File: src/rtl/ref_sched_pkg.sv
package ref_sched_pkg;

    typedef enum logic [2:0] {
        S_IDLE,
        S_PRE,
        S_RP_WAIT,
        S_REF,
        S_RC_WAIT
    } sched_state_e;

    typedef struct packed {
        logic cs_n;
        logic ras_n;
        logic cas_n;
        logic we_n;
    } sdr_cmd_t;

    localparam sdr_cmd_t CMD_NOP = '{cs_n: 1'b0, ras_n: 1'b1, cas_n: 1'b1, we_n: 1'b1};
    localparam sdr_cmd_t CMD_PRE = '{cs_n: 1'b0, ras_n: 1'b0, cas_n: 1'b1, we_n: 1'b0};
    localparam sdr_cmd_t CMD_REF = '{cs_n: 1'b0, ras_n: 1'b0, cas_n: 1'b0, we_n: 1'b1};

endpackage

File: src/rtl/ref_interval_timer.sv
// Free-running interval counter; wraps at the distributed spacing or the
// full period, depending on the mode, and pulses tick in the wrap cycle.
module ref_interval_timer #(
    parameter int T_REF     = 8512000,
    parameter int REF_COUNT = 8192
) (
    input  logic clk,
    input  logic rst,
    input  logic burst_mode,
    output logic tick
);
    localparam int CW    = $clog2(T_REF);
    localparam int LIM_D = T_REF / REF_COUNT - 1;
    localparam int LIM_B = T_REF - 1;

    logic [CW-1:0] cnt;
    logic [CW-1:0] lim;

    assign lim  = burst_mode ? CW'(LIM_B) : CW'(LIM_D);
    assign tick = (cnt >= lim);

    always_ff @(posedge clk) begin
        if (rst) begin
            cnt <= '0;
        end else if (tick) begin
            cnt <= '0;
        end else begin
            cnt <= cnt + CW'(1);
        end
    end
endmodule

File: src/rtl/ref_owed_counter.sv
// Counts refreshes owed; adds one per interval (or a full period's worth in
// burst mode), subtracts one per issued refresh, and raises urgent when the
// backlog must be drained without yielding to the user port.
module ref_owed_counter #(
    parameter int REF_COUNT    = 8192,
    parameter int POSTPONE_MAX = 8
) (
    input  logic clk,
    input  logic rst,
    input  logic burst_mode,
    input  logic tick,
    input  logic issued,
    output logic owed_nz,
    output logic urgent
);
    localparam int OMAX = 2 * REF_COUNT + POSTPONE_MAX;
    localparam int OW   = $clog2(OMAX + 1);

    logic [OW-1:0] owed;
    logic [OW-1:0] owed_next;
    logic [OW-1:0] add;
    logic [OW:0]   sum;
    logic          drain_q;

    assign add = tick ? (burst_mode ? OW'(REF_COUNT) : OW'(1)) : '0;
    assign sum = {1'b0, owed} + {1'b0, add} - (OW+1)'(issued);

    always_comb begin
        if (sum > (OW+1)'(OMAX)) begin
            owed_next = OW'(OMAX);
        end else begin
            owed_next = sum[OW-1:0];
        end
    end

    assign owed_nz = (owed != '0);
    assign urgent  = owed_nz && (burst_mode || drain_q || (owed >= OW'(POSTPONE_MAX)));

    always_ff @(posedge clk) begin
        if (rst) begin
            owed    <= '0;
            drain_q <= 1'b0;
        end else begin
            owed    <= owed_next;
            drain_q <= urgent && (owed_next != '0);
        end
    end
endmodule

File: src/rtl/ref_wait_timer.sv
// Down-counter for the precharge and row-cycle waits.
module ref_wait_timer #(
    parameter int W = 4
) (
    input  logic         clk,
    input  logic         rst,
    input  logic         load,
    input  logic [W-1:0] load_val,
    output logic         done
);
    logic [W-1:0] cnt;

    assign done = (cnt == '0);

    always_ff @(posedge clk) begin
        if (rst) begin
            cnt <= '0;
        end else if (load) begin
            cnt <= load_val;
        end else if (!done) begin
            cnt <= cnt - W'(1);
        end
    end
endmodule

File: src/rtl/ref_sched.sv
module ref_sched
    import ref_sched_pkg::*;
#(
    parameter int T_REF        = 8512000,
    parameter int REF_COUNT    = 8192,
    parameter int T_RP         = 3,
    parameter int T_RC         = 9,
    parameter int POSTPONE_MAX = 8,
    parameter int N_BANKS      = 4,
    parameter int ADDR_W       = 13,
    parameter int AP_BIT       = 10
) (
    input  logic               clk,
    input  logic               rst,
    input  logic               burst_mode,
    input  logic               user_req,
    input  logic [N_BANKS-1:0] bank_open,
    output logic               user_gnt,
    output logic               sdr_cke,
    output logic               sdr_cs_n,
    output logic               sdr_ras_n,
    output logic               sdr_cas_n,
    output logic               sdr_we_n,
    output logic [ADDR_W-1:0]  sdr_addr
);
    localparam int WMAX = (T_RC > T_RP) ? T_RC : T_RP;
    localparam int WW   = $clog2(WMAX);

    sched_state_e state, state_next;
    sdr_cmd_t     cmd;

    logic          tick;
    logic          owed_nz;
    logic          urgent;
    logic          issued;
    logic          want_ref;
    logic          wait_done;
    logic          wait_load;
    logic [WW-1:0] wait_val;
    sched_state_e  entry;

    ref_interval_timer #(
        .T_REF     (T_REF),
        .REF_COUNT (REF_COUNT)
    ) u_timer (
        .clk        (clk),
        .rst        (rst),
        .burst_mode (burst_mode),
        .tick       (tick)
    );

    ref_owed_counter #(
        .REF_COUNT    (REF_COUNT),
        .POSTPONE_MAX (POSTPONE_MAX)
    ) u_owed (
        .clk        (clk),
        .rst        (rst),
        .burst_mode (burst_mode),
        .tick       (tick),
        .issued     (issued),
        .owed_nz    (owed_nz),
        .urgent     (urgent)
    );

    ref_wait_timer #(
        .W (WW)
    ) u_wait (
        .clk      (clk),
        .rst      (rst),
        .load     (wait_load),
        .load_val (wait_val),
        .done     (wait_done)
    );

    assign issued    = (state == S_REF);
    assign want_ref  = owed_nz && (urgent || !user_req);
    assign entry     = (|bank_open) ? S_PRE : S_REF;
    assign wait_load = (state == S_PRE) || (state == S_REF);
    assign wait_val  = (state == S_PRE) ? WW'(T_RP - 2) : WW'(T_RC - 2);

    // State register
    always_ff @(posedge clk) begin
        if (rst) begin
            state <= S_IDLE;
        end else begin
            state <= state_next;
        end
    end

    // Next-state logic
    always_comb begin
        state_next = state;
        unique case (state)
            S_IDLE:    if (want_ref) state_next = entry;
            S_PRE:     state_next = S_RP_WAIT;
            S_RP_WAIT: if (wait_done) state_next = S_REF;
            S_REF:     state_next = S_RC_WAIT;
            S_RC_WAIT: if (wait_done) state_next = want_ref ? entry : S_IDLE;
            default:   state_next = S_IDLE;
        endcase
    end

    // Outputs
    always_comb begin
        cmd      = CMD_NOP;
        sdr_addr = '0;
        unique case (state)
            S_PRE: begin
                cmd              = CMD_PRE;
                sdr_addr[AP_BIT] = 1'b1;
            end
            S_REF:   cmd = CMD_REF;
            default: cmd = CMD_NOP;
        endcase
    end

    assign sdr_cke   = 1'b1;
    assign sdr_cs_n  = cmd.cs_n;
    assign sdr_ras_n = cmd.ras_n;
    assign sdr_cas_n = cmd.cas_n;
    assign sdr_we_n  = cmd.we_n;
    assign user_gnt  = !rst && (state == S_IDLE) && user_req && !want_ref;

endmodule

File: config.mk
export PLATFORM = sky130hd
export DESIGN_NAME = ref_sched
export DESIGN_NICKNAME = d
export VERILOG_FILES = /design/src/rtl/ref_sched_pkg.sv /design/src/rtl/ref_interval_timer.sv /design/src/rtl/ref_owed_counter.sv /design/src/rtl/ref_wait_timer.sv /design/src/rtl/ref_sched.sv
export SDC_FILE = /design/constraint.sdc
export NUM_CORES = 1
export LEC_CHECK = 0
export CORE_UTILIZATION = 50
export DETAILED_ROUTE_END_ITERATION = 12
export PLACE_DENSITY = 0.76
export SYNTH_ARGS = -nofsm -noshare
export SYNTH_HDL_FRONTEND = slang
export SYNTH_SLANG_ARGS = --single-unit
export TNS_END_PERCENT = 20
File: constraint.sdc
create_clock -name clk -period 10.7 [get_ports clk]
set_input_delay 2.14 -clock clk [delete_from_list [all_inputs] [get_ports clk]]
set_output_delay 2.14 -clock clk [all_outputs]
set_load 0.02 [all_outputs]
==> results.txt <==
HPWL after DPL: 5980 um
Crit path buf inv count: 2
Commonest non-fill, non-tap cell in the layout: dfxtp_1
Critical path class: input pin to output pin
Critical Path Source Type: input pin
R2r endpoint: u_owed.owed[8]
Drt wl/cell: 14.0 um
Die W: 86.7 um
Number of clock sinks: 47
Die Span Y: 86.7 um
Final period util: 61.2%
CP arrival: 4410 ps
Most frequent cells in the layout: 47 x dfxtp_1, 45 x nor2_1, 43 x ha_1, 39 x inv_1, 26 x nand2_1
Final Hold Fails: 0
CP Max Fanout: 5
Final Max Slew Viols: 0
Number of hold buffers added after CTS: 0
Max cap viols: 0
Worst Setup End Kind: output pin
Final setup viols: 0
GRT Total Usage: 21.7%
Worst hold slack: 505 ps
First-pass GRT wire length: 12900 um
Place WS: 3850 ps
Core area: 6870 um^2
Layout area overhead: 6.70%
Clock Pin Slew Worst Setup and Hold Paths: 90 ps
Mapped Area: 3590 um^2
Largest net degree at the start of global routing: 25
Initial DRC Count: 183
Min-delay worst type: register to register
Die area: 7510 um^2
First-pass DRT Iterations: 4
Skew-Pair Late Insertion Delay: 310 ps
Clk buf depth: 2
Gate Count Post-Synth: 442
Slowest CP cell: clkdlybuf4s50_1
Worst Skew: 4.88 ps
Worst Hold Path EP: u_timer.cnt[0]
Relative slew slack: 53.7%
Routability cong.: 0.902
Cell taking the most area after synthesis: dfxtp_1
# DRC: 0
Area after DPL: 3740 um^2
Initial antenna violation count: 0
Stages on worst setup path: 7
Setup bufs post-CTS: 0
Drt total wl: 7680 um
Post-synth top area share: 26.2%
Setup_tns: 0 ps
Worst R2R Setup Slack: 6230 ps
Synth Area per Inst: 8.11 um^2
Post-cts resize count: 0
Req. time, crit path: 8560 ps
Crit-path max cell delay: 650 ps
Vias/cell: 5.59
Post-synth EDFFs: 0
Min Tclk post-route: 6550 ps
CP top delay family: buffers and inverters
Port Buffer Count: 12
Synth unique cells: 60
NumNets Final: 504
CTS tree: yes
RR Startpoint: u_timer.cnt[0]
Initial Utilization: 52.2%
Critical-path cell list: clkdlybuf4s50_1, nor4_1, nand2_1, a221oi_1, a22oi_1, nor4_1, clkdlybuf4s50_1
Max frequency: 0.153 GHz
Share of cells above drive strength 1: 4.42%
Post-synthesis sequential area ratio: 26.2%
Syn. warnings: 0
Cell row count: 30
Hold Startpoint: u_timer.cnt[0]
CTS buffer count: 5
Ys flop type: dfxtp_1
Number of global-route vias before repair: 2797
Hold Crit Depth: 1
H-tree depth: 2
CTS root buf: clkbuf_8
Via count: 3065
Actual slew at the worst max-slew pin: 684 ps
Post-Layout Inst Area: 3830 um^2
Final setup margin: 4150 ps
Synth area leaders: dfxtp_1 26%, ha_1 15%, nor2_1 4.7%
Status: completed
Ports: 27
RSZ-0062 raised after global routing: no
Asr flop ratio synth: 0%
Ant. Diodes: 0
#FFs+latches synth: 47
Worst reg2reg path depth: 16
Final antenna-violating net count: 0
Overflow after GRT: 0
[per-layer routing]
| layer | part of all wire (%) | wire length, um | up-vias | GRT usage [%] |
|---|---|---|---|---|
| met3 | 4.7 | 361 | 10 | 4.86 |
| met5 | 0 | 0 | - | 0 |
| met2 | 45 | 3480 | 76 | 35.4 |
| met1 | 49 | 3750 | 1437 | 28.8 |
| met4 | 1.1 | 83 | 0 | 6.21 |
| li1 | - | - | 1542 | - |
[synthesized netlist by cell type (2+ instances only)]
| cell type | instances |
|---|---|
| or3b_2 | 2 |
| a211oi_1 | 8 |
| nor4_1 | 10 |
| a22oi_1 | 2 |
| or3_1 | 2 |
| o22ai_1 | 2 |
| a221oi_1 | 2 |
| clkbuf_1 | 8 |
| nor3b_1 | 9 |
| dfxtp_1 | 47 |
| o21ai_0 | 13 |
| inv_1 | 39 |
| o21a_1 | 9 |
| or2_2 | 3 |
| xnor2_1 | 17 |
| or4_1 | 2 |
| nand3_1 | 11 |
| nand4b_1 | 2 |
| buf_4 | 14 |
| and4_1 | 2 |
| nor3_1 | 20 |
| nand2b_1 | 7 |
| nand2_1 | 26 |
| xor2_1 | 16 |
| a211oi_2 | 2 |
| a21oi_1 | 16 |
| conb_1 | 2 |
| nor2b_1 | 10 |
| a21o_1 | 4 |
| a32oi_1 | 2 |
| o211ai_1 | 4 |
| and2_1 | 4 |
| nand4_1 | 7 |
| nor2_1 | 45 |
| ha_1 | 43 |
| and3_1 | 6 |
[worst register-to-register path, stage by stage (launching register included)]
cell	delay [ps]
dfxtp_1	430
inv_1	80
ha_1	260
nand2b_1	140
a41o_1	230
a21o_1	180
a211oi_1	220
o211a_1	220
nor3_1	50
ha_1	200
a21o_1	190
nand3_1	240
a21oi_2	130
o21a_1	210
o311ai_1	620
nand2_1	490
nor3b_1	460
[worst max-delay path by stage]
stage                          start             end  slack (ps)
after global placement    burst_mode  u_owed.owed[5]        4020
final                     burst_mode        user_gnt        4150
after detailed placement  burst_mode  u_owed.owed[7]        3850
after CTS                 burst_mode  u_owed.owed[7]        4180
after global routing      burst_mode  u_owed.owed[5]        3740
after floorplan           burst_mode  u_owed.owed[5]        5020
[cell type report]
type                            instances  area, um^2
Clock buffer                            5        68.8
Fill cell                             650        3040
Inverter                               39         146
Multi-Input combinational cell        346        2410
Sequential cell                        47         941
Clock inverter                          2        13.8
Timing Repair Buffer                   13         128
Tap cell                               96         120
[kinds of logic after synthesis]
kind of cell               after synthesis  synth area share (%)
other                                    2                 0.209
AOI/OAI and AO/OA                       82                  16.8
adders and majority gates               44                  15.6
xor gates and xnor gates                33                  8.06
and+or+nand+nor                        172                  25.0
DFF                                     47                  26.2
buffers and inverters                   61                  7.85
muxes                                    1                 0.279
[through the flow]
| step | cells | utilization, % |
|---|---|---|
| after global placement | 541 | 54.5 |
| after CTS | 548 | 55.7 |
| after floorplan | 454 | - |
| final | 548 | 55.7 |
| after detailed placement | 541 | 54.5 |
| after global routing | 548 | 55.7 |
[registers in the layout, summed over array words and instances (netlist names)]
name	flops
u_timer.cnt	24
u_owed.owed	15
u_wait.cnt	4
state	3
u_owed.drain_q	1
Power is not shown: default switching activity piles up to over one toggle a cycle in this logic, so the estimate is an artifact.
